==> config.mk <==
export PLATFORM = sky130hd
export DESIGN_NAME = serial_cmd_rx
export DESIGN_NICKNAME = d
export VERILOG_FILES = /design/src/rtl/scr_pkg.sv /design/src/rtl/scr_sync.sv /design/src/rtl/scr_fsm.sv /design/src/rtl/scr_shift.sv /design/src/rtl/serial_cmd_rx.sv
export SDC_FILE = /design/constraint.sdc
export NUM_CORES = 1
export LEC_CHECK = 0
export BUFFER_PORTS_ARGS = -buffer_cell sky130_fd_sc_hd__buf_2
export CELL_PAD_IN_SITES_DETAIL_PLACEMENT = 2
export CELL_PAD_IN_SITES_GLOBAL_PLACEMENT = 2
export CORE_MARGIN = 2
export CORE_UTILIZATION = 43
export CTS_CLUSTER_DIAMETER = 40
export DETAILED_ROUTE_END_ITERATION = 8
export GPL_ROUTABILITY_DRIVEN = 0
export PLACE_DENSITY_LB_ADDON = 0.1
export SYNTH_ARGS = -nofsm -noshare
export SYNTH_HDL_FRONTEND = slang
export SYNTH_HIERARCHICAL = 1
export SYNTH_SLANG_ARGS = --single-unit
==> constraint.sdc <==
create_clock -name clk -period 2.4 [get_ports clk]
set_input_delay 0.48 -clock clk [delete_from_list [all_inputs] [get_ports clk]]
set_output_delay 0.48 -clock clk [all_outputs]
set_load 0.01 [all_outputs]
==> src/rtl/scr_pkg.sv <==
package scr_pkg;

    typedef enum logic [1:0] {
        ST_IDLE  = 2'd0,
        ST_ARMED = 2'd1,
        ST_SHIFT = 2'd2,
        ST_LOAD  = 2'd3
    } scr_state_e;

endpackage

==> src/rtl/scr_sync.sv <==
module scr_sync #(
    parameter int               WIDTH   = 3,
    parameter int               STAGES  = 2,
    parameter logic [WIDTH-1:0] RST_VAL = '0
) (
    input  logic             clk,
    input  logic             rst_n,
    input  logic [WIDTH-1:0] d_async,
    output logic [WIDTH-1:0] q_sync
);

    logic [WIDTH-1:0] stage_q [STAGES];

    always_ff @(posedge clk or negedge rst_n) begin
        if (!rst_n) begin
            stage_q[0] <= RST_VAL;
        end else begin
            stage_q[0] <= d_async;
        end
    end

    generate
        for (genvar s = 1; s < STAGES; s++) begin : g_stage
            always_ff @(posedge clk or negedge rst_n) begin
                if (!rst_n) begin
                    stage_q[s] <= RST_VAL;
                end else begin
                    stage_q[s] <= stage_q[s-1];
                end
            end
        end
    endgenerate

    assign q_sync = stage_q[STAGES-1];

endmodule

==> src/rtl/scr_fsm.sv <==
module scr_fsm
    import scr_pkg::*;
(
    input  logic       clk,
    input  logic       arst_n,
    input  logic       cs_s,
    input  logic       sck_s,
    output logic       shift_en,
    output logic       cap_en,
    output logic       load_pulse,
    output scr_state_e state
);

    scr_state_e state_nx;
    logic       sck_d;
    logic       sck_rise;

    always_ff @(posedge clk or negedge arst_n) begin
        if (!arst_n) begin
            state <= ST_IDLE;
            sck_d <= 1'b0;
        end else begin
            state <= state_nx;
            sck_d <= sck_s;
        end
    end

    assign sck_rise = sck_s && !sck_d;

    always_comb begin
        state_nx = state;
        unique case (state)
            ST_IDLE: begin
                if (!cs_s) state_nx = ST_ARMED;
            end
            ST_ARMED: begin
                if (cs_s)        state_nx = ST_LOAD;
                else if (!sck_s) state_nx = ST_SHIFT;
            end
            ST_SHIFT: begin
                if (cs_s) state_nx = ST_LOAD;
            end
            ST_LOAD: begin
                if (!cs_s) state_nx = ST_ARMED;
                else       state_nx = ST_IDLE;
            end
            default: state_nx = ST_IDLE;
        endcase
    end

    always_comb begin
        shift_en   = 1'b0;
        cap_en     = 1'b0;
        load_pulse = 1'b0;
        unique case (state)
            ST_IDLE:  ;
            ST_ARMED: cap_en = cs_s;
            ST_SHIFT: begin
                shift_en = !cs_s && sck_rise;
                cap_en   = cs_s;
            end
            ST_LOAD:  load_pulse = 1'b1;
            default:  ;
        endcase
    end

    p_single_pulse_r4: assert property (@(posedge clk) disable iff (!arst_n)
        load_pulse |=> !load_pulse);

    p_load_after_rise_r9: assert property (@(posedge clk) disable iff (!arst_n)
        load_pulse |-> $past(cs_s));

    p_no_level_edge_r7: assert property (@(posedge clk) disable iff (!arst_n)
        (state == ST_ARMED) && sck_s |=> !shift_en);

endmodule

==> src/rtl/scr_shift.sv <==
module scr_shift #(
    parameter int SR_W = 32
) (
    input  logic            clk,
    input  logic            arst_n,
    input  logic            shift_en,
    input  logic            sdi_s,
    output logic [SR_W-1:0] sr,
    output logic            sdo
);

    always_ff @(posedge clk or negedge arst_n) begin
        if (!arst_n) begin
            sr <= '0;
        end else if (shift_en) begin
            sr <= {sr[SR_W-2:0], sdi_s};
        end
    end

    assign sdo = sr[SR_W-1];

    p_shift_msb_r1: assert property (@(posedge clk) disable iff (!arst_n)
        shift_en |=> (sr[0] == $past(sdi_s)) && (sr[SR_W-1:1] == $past(sr[SR_W-2:0])));

    p_hold_idle_r2: assert property (@(posedge clk) disable iff (!arst_n)
        !shift_en |=> $stable(sr));

    p_sdo_top_r5: assert property (@(posedge clk) disable iff (!arst_n)
        shift_en |=> sdo == $past(sr[SR_W-2]));

endmodule

==> src/rtl/serial_cmd_rx.sv <==
module serial_cmd_rx #(
    parameter int SR_W        = 32,
    parameter int CMD_W       = 24,
    parameter int SYNC_STAGES = 2
) (
    input  logic             clk,
    input  logic             rst_n,
    input  logic             clr_n,
    input  logic             sck,
    input  logic             sdi,
    input  logic             cs_ld_n,
    output logic             sdo,
    output logic [CMD_W-1:0] cmd_word,
    output logic             cmd_load
);
    import scr_pkg::*;

    localparam int            NSYNC    = 3;
    localparam logic [NSYNC-1:0] SYNC_RST = 3'b100;

    logic             arst_n;
    logic [NSYNC-1:0] pins_s;
    logic             cs_s;
    logic             sck_s;
    logic             sdi_s;
    logic             shift_en;
    logic             cap_en;
    logic [SR_W-1:0]  sr;
    scr_state_e       state;

    assign arst_n = rst_n & clr_n;

    scr_sync #(
        .WIDTH   (NSYNC),
        .STAGES  (SYNC_STAGES),
        .RST_VAL (SYNC_RST)
    ) u_sync (
        .clk     (clk),
        .rst_n   (rst_n),
        .d_async ({cs_ld_n, sck, sdi}),
        .q_sync  (pins_s)
    );

    assign cs_s  = pins_s[2];
    assign sck_s = pins_s[1];
    assign sdi_s = pins_s[0];

    scr_fsm u_fsm (
        .clk        (clk),
        .arst_n     (arst_n),
        .cs_s       (cs_s),
        .sck_s      (sck_s),
        .shift_en   (shift_en),
        .cap_en     (cap_en),
        .load_pulse (cmd_load),
        .state      (state)
    );

    scr_shift #(
        .SR_W (SR_W)
    ) u_shift (
        .clk      (clk),
        .arst_n   (arst_n),
        .shift_en (shift_en),
        .sdi_s    (sdi_s),
        .sr       (sr),
        .sdo      (sdo)
    );

    always_ff @(posedge clk or negedge arst_n) begin
        if (!arst_n) begin
            cmd_word <= '0;
        end else if (cap_en) begin
            cmd_word <= sr[CMD_W-1:0];
        end
    end

    p_word_hold_r4: assert property (@(posedge clk) disable iff (!arst_n)
        cmd_load |=> $stable(cmd_word));

    p_word_is_low_bits_r3: assert property (@(posedge clk) disable iff (!arst_n)
        cmd_load |-> cmd_word == sr[CMD_W-1:0]);

    p_no_shift_deselected_r2: assert property (@(posedge clk) disable iff (!arst_n)
        cs_s |-> !shift_en);

endmodule

# == Yosys cells after proc, flatten, opt, wreduce, memory -nomap -nowiden ==
# Cells that the tools add are included.
# W data, S select, Z words.
# classes
eq_ne,6
mux,9
bitwise_logic,1
n_reduce_logical,7
# ops
op,count
$mux W2,4
$pmux W2 S4,1
$eq A2 B2 Y1 const B,2
$mux W1,4
$ne A2 B2 Y1 const B,2
$ne A3 B3 Y1 const B,1
$reduce_and A3 Y1,1
$eq A2 B1 Y1 const B,1
$logic_and A1 B1 Y1,2
$logic_not A1 Y1,2
$logic_not A2 Y1,1
$reduce_or A2 Y1,1
$and A1 B1 Y1,1
# totals
ff_bits,65
output_inout_bits,26

# == Logic depth before layout (Yosys ltp) ==
# Gate-level depths: netlist of the first run.
# depth
word_depth,4
ltp_mapped,6
depth_no_buf,5

# == By module ==
# Netlist of the first run, hierarchy kept.
# by_module_without_submodules
mod,instances,cells_each,area_each_um2,seq_area_each_um2
scr_shift,1,69,1352.5,800.8
serial_cmd_rx,1,52,1003.5,600.6
scr_fsm,1,18,214.0,75.1
scr_sync,1,9,175.2,152.6

# == Worst setup path before layout of the first run ==
# No wires, ideal clock.
# synth_timing
path_kind,register -> register
start,register u_fsm.state[0]
end,register cmd_word[10]
setup_ps,125
t_arrival_ps,1451
path_slack_ps,824
path_stages_with_launch,7
period_less_slack_ps,1576
cell_sequence,dfrtp_1 inv_1 ha_1 and2_2 buf_6 buf_12 mux2_4
# synth_via
elab_chain_len,3
# synth_lines
item,line,source
start: declaration,scr_fsm.sv:11,output scr_state_e state
start signal: assignment,scr_fsm.sv:23,state <= state_nx;
$eq A2 B1 Y1 / $eq A2 B2 Y1 (equally long branches),scr_fsm.sv:55,unique case (state)
$reduce_or A2 Y1 (no line) (*),-,
$mux W1 (*),scr_fsm.sv:55,
net cap_en,serial_cmd_rx.sv:27,logic cap_en;
end signal: assignment,serial_cmd_rx.sv:74,cmd_word <= sr[CMD_W-1:0];
end: declaration,serial_cmd_rx.sv:13,"output logic [CMD_W-1:0] cmd_word,"
# The timed path passes the listed nets; every way through them passes the cells marked *.
# A chain may end at the register's enable or synchronous reset.

# == Worst setup path after layout of the first run ==
# layout_timing
start,register u_fsm.state[1]
end,register cmd_word[0]
# The elaborated chain is that of the path after synthesis.

==> results.md, run 1 <==
* Outcome: finished clean
* Floorplan row count at 29
* Delay of the slowest cell on the worst path at 0.44 ns
* Worst Max-Slew Pin Slew at about 0.43 ns
* Yosys warning count at 6
* Setup TNS at 0 ns
* ANT cells at 0
* Final HPWL DP at 3180 microns
* Number of maximum-capacitance violations at 0
* Initial detailed-routing violation count at between 40 and 50
* Endpoint arrival time on the critical path at 2.16 ns
* Area of combinational cells with multiple inputs at about 950 sq um
* Final setup skew at between 0.009 and 0.01 ns
* CTS root buffer: clkbuf_8
* Post-CTS Resized at 0
* Maximum clock path buffer count at 2
* Post-cts hold buffer count at 1
* Total Nets Final at approximately 190
* Type of the worst setup path: register to register
* Mean Syn Cell Area at 18.6 sq um
* Clock transition at path regs at 0.07 ns
* Post-CTS Repair Setup Buffers at 0
* Register Area at 1630 sq um
* Unrepaired setup endpoints after global routing: false
* Clock period minus worst slack at 1.94 ns
* Area of the core at 6240 sq um
* Via count at 1298
* Fill cell total of the finished layout at 604
* Netlist area before placement at 2740 sq um
* Startpoint kind of the worst setup timing path: register
* Part of the cycle the worst path needs at 81.0%
* Floorplan die area at 7020 sq um
* Quantity of I/O buffers inserted on ports at 31
* Level count of the clock H-tree at 3
* Count of mapped cells out of synthesis at 147
* Width of the die at 83.8 microns
* CP endpoint kind: register
* Required time at the worst-slack endpoint at 2.61 ns
* Count of placed standard cells in the final layout, fillers left out at 265
* P_leak at ~1.6 nW
* Worst IR drop on VDD at 442 uV
* Cell area after layout at 3070 sq um
* Worst slew slack as a fraction of its limit at 70.8%
* Most used cells in the layout excluding fill and tap cells: dfrtp_1, mux2_4, buf_2, clkbuf_8, mux2_2
* Critical path buffer and inverter count at 2
* Average wire per cell in the routed design at roughly 18 microns
* Tot Pwr at ~2.6 mW
* Power density relative to cell area at 853 nW/um^2
* Hold slack at 0.245 ns
* Proportion of layout cells with a drive suffix above 1 at 59.6%
* Top fanout value on the critical path at 13
* Count of unresolved DRC violations after routing at 0
* Final wirelength at between 4000 and 5000 microns
* Number of nets produced by synthesis at 157
* Crit-path leading delay family: simple AND/OR/NAND/NOR gates
* Critical-path cell with the highest stage delay: and2_2
* TritonCTS buffer count at 9
* Clock tree from TritonCTS: built
* Most frequent standard cell in the layout excluding fill and tap cells: dfrtp_1
* Final setup violation count at 0
* First-pass iteration count of the detailed router at 2
* Total routing resource utilization after global routing at 15.7%
* Wire length of the first global-routing pass at 8290 microns
* Clock tree sinks at 65
* Total congestion overflow after global routing at 0
* Number of max-slew violations in the final report at 0
* Vias per inst at 4.90
* Ordered cell list for the critical path: inv_1, ha_1, and2_2, buf_12, mux2_2
* Clock insertion delay at the later pin of the skew report at 0.33 ns
* Highest achievable clock rate at 0.514 GHz
* Starting density of the core at a little over two fifths
* Height of the die at 83.8 microns
* Initial antenna violation count at 0
* Number of top-level pins at 32
* Count of endpoints failing hold in the final timing report at 0
* Vias in the first global route at 1546
* Layout Area Growth over Synthesis at 12.2%
* Placed Area at between 2000 and 3000 sq um
* Largest net degree at the start of global routing at 60
* DP Cell Count at 249
* Classification of the worst-slack hold path: input port to register
* Count of antenna-violating nets left after detailed routing at 0
cell type report:
cell class,instances,share of cell area [%]
flip-flops and latches,65,53.0
multi-input cells,69,31.0
repair buffers,36,7.17
clock buffers,11,4.60
well taps,77,3.14
clock inverters,4,0.652
inverters,3,0.367
layer usage:
metal  vias to the layer above  track usage, %  share of wire [%]
met5                         -               0                  0
met4                         0            6.60                1.4
met3                         6            4.95                4.3
met2                        28            25.1                 50
met1                       683            19.7                 44
li1                        581               -                  -
where the power goes:
part | switching (mW) | internal, mW | total (mW)
clock | 0.394 | 0.390 | 0.785
sequential | 0.0631 | 1.18 | 1.24
combinational | 0.289 | 0.305 | 0.595
total | 0.747 | 1.87 | 2.62
state kept, by name, summed over array words and instances (netlist names):
signal          flops
u_fsm/sck_d         1
u_fsm/state         2
u_sync/stage_q      3
u_sync/q_sync       3
u_shift/sr         32
cmd_word           24
final timing paths:
kind / to / depth (start not counted) / from / slack [ns]
max in group asynchronous: u_shift/sr[23]$_DFFE_PN0P_ / 4 / rst_n / 1.17
setup reg to reg: cmd_word[0]$_DFFE_PN0P_ / 5 / u_fsm/state[1]$_DFFE_PN0P_ / 0.46
hold reg to reg: u_sync/q_sync[1]$_DFF_PN0_ / 0 / u_sync/stage_q[4]$_DFF_PN0_ / 0.36
min in group asynchronous: u_fsm/state[0]$_DFFE_PN0P_ / 3 / clr_n / 0.27
setup / recovery: cmd_word[0]$_DFFE_PN0P_ / 5 / u_fsm/state[1]$_DFFE_PN0P_ / 0.46
hold / removal: u_sync/stage_q[5]$_DFF_PN1_ / 1 / cs_ld_n / 0.24
metrics by stage:
step	util [%]	setup WS, ns
after CTS	49.2	0.423
after detailed placement	46.5	0.457
after global routing	49.2	0.353
after floorplan	-	0.123
after global placement	46.5	0.592
final	49.2	0.456
worst register-to-register path, stage by stage (launching register included):
cell	delay, ns
dfrtp_1	0.42
inv_1	0.09
ha_1	0.32
and2_2	0.44
buf_12	0.22
mux2_2	0.34
(Power assumes the default switching activity.)
==> run 2, diff against run 1 <==
--- a/config.mk
+++ b/config.mk
@@ -5,11 +5,12 @@
 export SDC_FILE = /design/constraint.sdc
 export NUM_CORES = 1
 export LEC_CHECK = 0
+export ABC_AREA = 1
 export BUFFER_PORTS_ARGS = -buffer_cell sky130_fd_sc_hd__buf_2
 export CELL_PAD_IN_SITES_DETAIL_PLACEMENT = 2
 export CELL_PAD_IN_SITES_GLOBAL_PLACEMENT = 2
 export CORE_MARGIN = 2
-export CORE_UTILIZATION = 43
+export CORE_UTILIZATION = 36
 export CTS_CLUSTER_DIAMETER = 40
 export DETAILED_ROUTE_END_ITERATION = 8
 export GPL_ROUTABILITY_DRIVEN = 0
==> constraint.sdc (replaced) <==
create_clock -name clk -period 2 [get_ports clk]
set_input_delay 0.4 -clock clk [delete_from_list [all_inputs] [get_ports clk]]
set_output_delay 0.4 -clock clk [all_outputs]
set_load 0.01 [all_outputs]
==> results.md, run 2 <==
* Outcome: finished clean
* Top fanout value on the critical path at 33 (+20)
* Critical path buffer and inverter count at 3 (+1)
* Count of mapped cells out of synthesis at 279 (+90%)
* Worst slew slack as a fraction of its limit at 77.6% (+6.8 points)
* Count of endpoints failing hold in the final timing report at 0 (unchanged)
* Clock share of power at 30.0% (about the same)
* Fill cell total of the finished layout at 840 (+39%)
* Largest net degree at the start of global routing at 60 (unchanged)
* Cell-internal power at 2.08 mW (+11%)
* Netlist area before placement at 2680 sq um (-2.2%)
* Yosys warning count at 6 (unchanged)
* Maximum clock path buffer count at 2 (unchanged)
* Switching Share at 32.0% (+3.5 points)
* Sequential cell fraction of total power at 48.7% (+1.4 points)
* Final setup skew at 0.00871 ns (-0.000642 ns)
* DP Cell Count at 398 (+60%)
* Registers with the highest flip-flop counts: u_shift/sr: 32 flops, cmd_word: 24 flops
* Net switching component of the power at 0.982 mW (+31%)
* Number of maximum-capacitance violations at 0 (unchanged)
* Count of antenna-violating nets left after detailed routing at 0 (unchanged)
* Clock tree sinks at 65 (unchanged)
* Count of placed standard cells in the final layout, fillers left out at 412 (+55%)
* TritonCTS buffer count at 9 (unchanged)
* Highest metal used: met4
* Mean Syn Cell Area at 9.59 sq um (-48%)
* Cell repeated most along the worst path: nand2_1
* Endpoint arrival time on the critical path at 1.87 ns (-0.29 ns)
* Worst IR drop on VDD at 391 uV (-12%)
* Most used cells in the layout excluding fill and tap cells: nand2_1, dfrtp_1, buf_2, nand2_2, clkbuf_8
* ANT cells at 0 (unchanged)
* Power density relative to cell area at 1030 nW/um^2 (+20%)
* First-pass iteration count of the detailed router at 5 (+3)
* Setup TNS at 0 ns (unchanged)
* Final HPWL DP at 3570 microns (+12%)
* Required time at the worst-slack endpoint at 2.22 ns (-0.39 ns)
* Crit-path leading delay family: buffers and inverters
* Reg2Reg Capture Point: u_shift/sr[25]$_DFFE_PN0P_
* Met2 Routed Length at 2680 microns (+11%)
* Core occupancy in the finished layout at 41.4% (-7.8 points)
* Combinational Power Share at 21.3% (-1.4 points)
* Total routing resource utilization after global routing at 15.2% (-0.51 points)
* Setup slack of the most critical reg-to-reg path at 0.34 ns (-0.11 ns)
* Highest achievable clock rate at 0.604 GHz (+17%)
* Wire length of the first global-routing pass at 9890 microns (+19%)
* Ordered cell list for the critical path: inv_1, ha_1, nand2_1, nor3b_2, buf_12, inv_8, nand2_1, nand2_1
* Proportion of layout cells with a drive suffix above 1 at 24.0% (-36 points)
* Critical-path cell with the highest stage delay: dfrtp_1
* CP endpoint kind: register
* Layout Area Growth over Synthesis at 11.7%
* Vias per inst at 4.46 (-8.9%)
* Hold slack at 0.140 ns (-0.104 ns)
* Floorplan row count at 31 (+6.9%)
* Final setup violation count at 0 (unchanged)
* Classification of the worst-slack hold path: input port to async pin
* Clock transition at path regs at 0.07 ns (about the same)
* CTS root buffer: clkbuf_8
* Cell area after layout at 2990 sq um (-2.6%)
* Launching point of the worst reg2reg path: u_fsm/state[0]$_DFFE_PN0P_
* Startpoint kind of the worst setup timing path: register
* Register ranked first by flip-flop count: u_shift/sr
* Number of nets produced by synthesis at 289 (+84%)
* Quantity of I/O buffers inserted on ports at 31 (unchanged)
* P_leak at 1.73 nW (+8.4%)
* Cell depth of the worst flop-to-flop path at 8 (+3)
* Level count of the clock H-tree at 3 (unchanged)
* Average wire per cell in the routed design at 13.1 microns (-28%)
* Total congestion overflow after global routing at 0 (unchanged)
* Clock tree from TritonCTS: built
* Count of unresolved DRC violations after routing at 0 (unchanged)
* Number of top-level pins at 32 (unchanged)
* Flip-flop count of the largest register, all copies and words added at 32 (unchanged)
* Final worst-path setup slack at 0.345 ns (-0.111 ns)
* Area of the core at 7210 sq um (+16%)
* Metal3 WL at 148 microns (-30%)
* Starting density of the core at 37.1% (-6.8 points)
* Height of the die at 90.2 microns (+7.7%)
* Initial antenna violation count at 0 (unchanged)
* Tot Pwr at 3.07 mW (+17%)
* Floorplan die area at 8140 sq um (+16%)
* Vias in the first global route at 2059 (+33%)
* Setup WS pre-CTS at 0.331 ns (-0.126 ns)
* Type of the worst setup path: register to register
* Total Nets Final at 321 (+65%)
* Routed length on met1 at 2500 microns (+16%)
* Part of the cycle the worst path needs at 82.8% (+1.8 points)
* Via count at 1838 (+42%)
* Clock insertion delay at the later pin of the skew report at 0.33 ns (about the same)
* Unrepaired setup endpoints after global routing: false
* Final wirelength at 5410 microns (+12%)
* Most frequent standard cell in the layout excluding fill and tap cells: nand2_1
* Delay of the slowest cell on the worst path at 0.41 ns (-0.03 ns)
* Width of the die at 90.2 microns (+7.7%)
* Clock period minus worst slack at 1.66 ns (-0.289 ns)
* Number of max-slew violations in the final report at 0 (unchanged)
* Post-CTS Repair Setup Buffers at 0 (unchanged)
* Initial detailed-routing violation count at 51 (+4.1%)
* Placed Area at 2830 sq um (-2.4%)
* Worst Max-Slew Pin Slew at 0.336 ns (-0.0914 ns)
==> run 2: what timing repair did <==
action | in CTS | in global routing
endpoints found under the hold margin | 4 | 0
endpoints found under the setup margin | 0 | 0
hold buffers | 1 | 0
resized for setup | 0 | 0
==> run 2: worst reg2reg max path, cell delays in order (launching register included) <==
cell and delay, ns:
dfrtp_1 0.41, inv_1 0.10, ha_1 0.21, nand2_1 0.08, nor3b_2 0.23, buf_12 0.24
inv_8 0.12, nand2_1 0.09, nand2_1 0.06
==> run 2: worst max-delay path by stage <==
stage | startpoint | endpoint | slack, ns | depth (start not counted)
floorplan | rst_n | cmd_word[0]$_DFFE_PN0P_ | 0.10 | 2
finish | u_fsm/state[0]$_DFFE_PN0P_ | u_shift/sr[25]$_DFFE_PN0P_ | 0.34 | 8
CTS | u_fsm/state[0]$_DFFE_PN0P_ | u_shift/sr[29]$_DFFE_PN0P_ | 0.32 | 8
global route | u_fsm/state[0]$_DFFE_PN0P_ | u_shift/sr[23]$_DFFE_PN0P_ | 0.20 | 8
global placement | u_fsm/state[0]$_DFFE_PN0P_ | u_shift/sr[27]$_DFFE_PN0P_ | 0.42 | 8
detailed placement | u_fsm/state[0]$_DFFE_PN0P_ | u_shift/sr[29]$_DFFE_PN0P_ | 0.33 | 8
==> run 2: power groups by stage <==
stage	Sequential, mW	Combinational, mW	Clock [mW]
4_1_cts	1.50	0.681	0.952
5_1_grt	1.51	0.758	1.01
3_3_place_gp	1.51	0.646	0
2_1_floorplan	1.51	0.595	0
3_5_place_dp	1.52	0.678	0
6_report	1.49	0.652	0.919
==> run 2: area by class of cell <==
type	instances	area (sq um)	share of cell area, %
clock buffers	12	145	4.85
clock inverters	1	5.00	0.167
inverters	8	45.0	1.51
multi-input cells	191	822	27.5
flip-flops and latches	65	1630	54.5
well taps	99	124	4.14
repair buffers	36	220	7.36
==> run 2: layer usage <==
layer  track usage, %  up-vias
met5                0        -
met4             6.54        0
met3             2.68        9
met2             25.4       26
met1             19.4      908
li1                 -      895
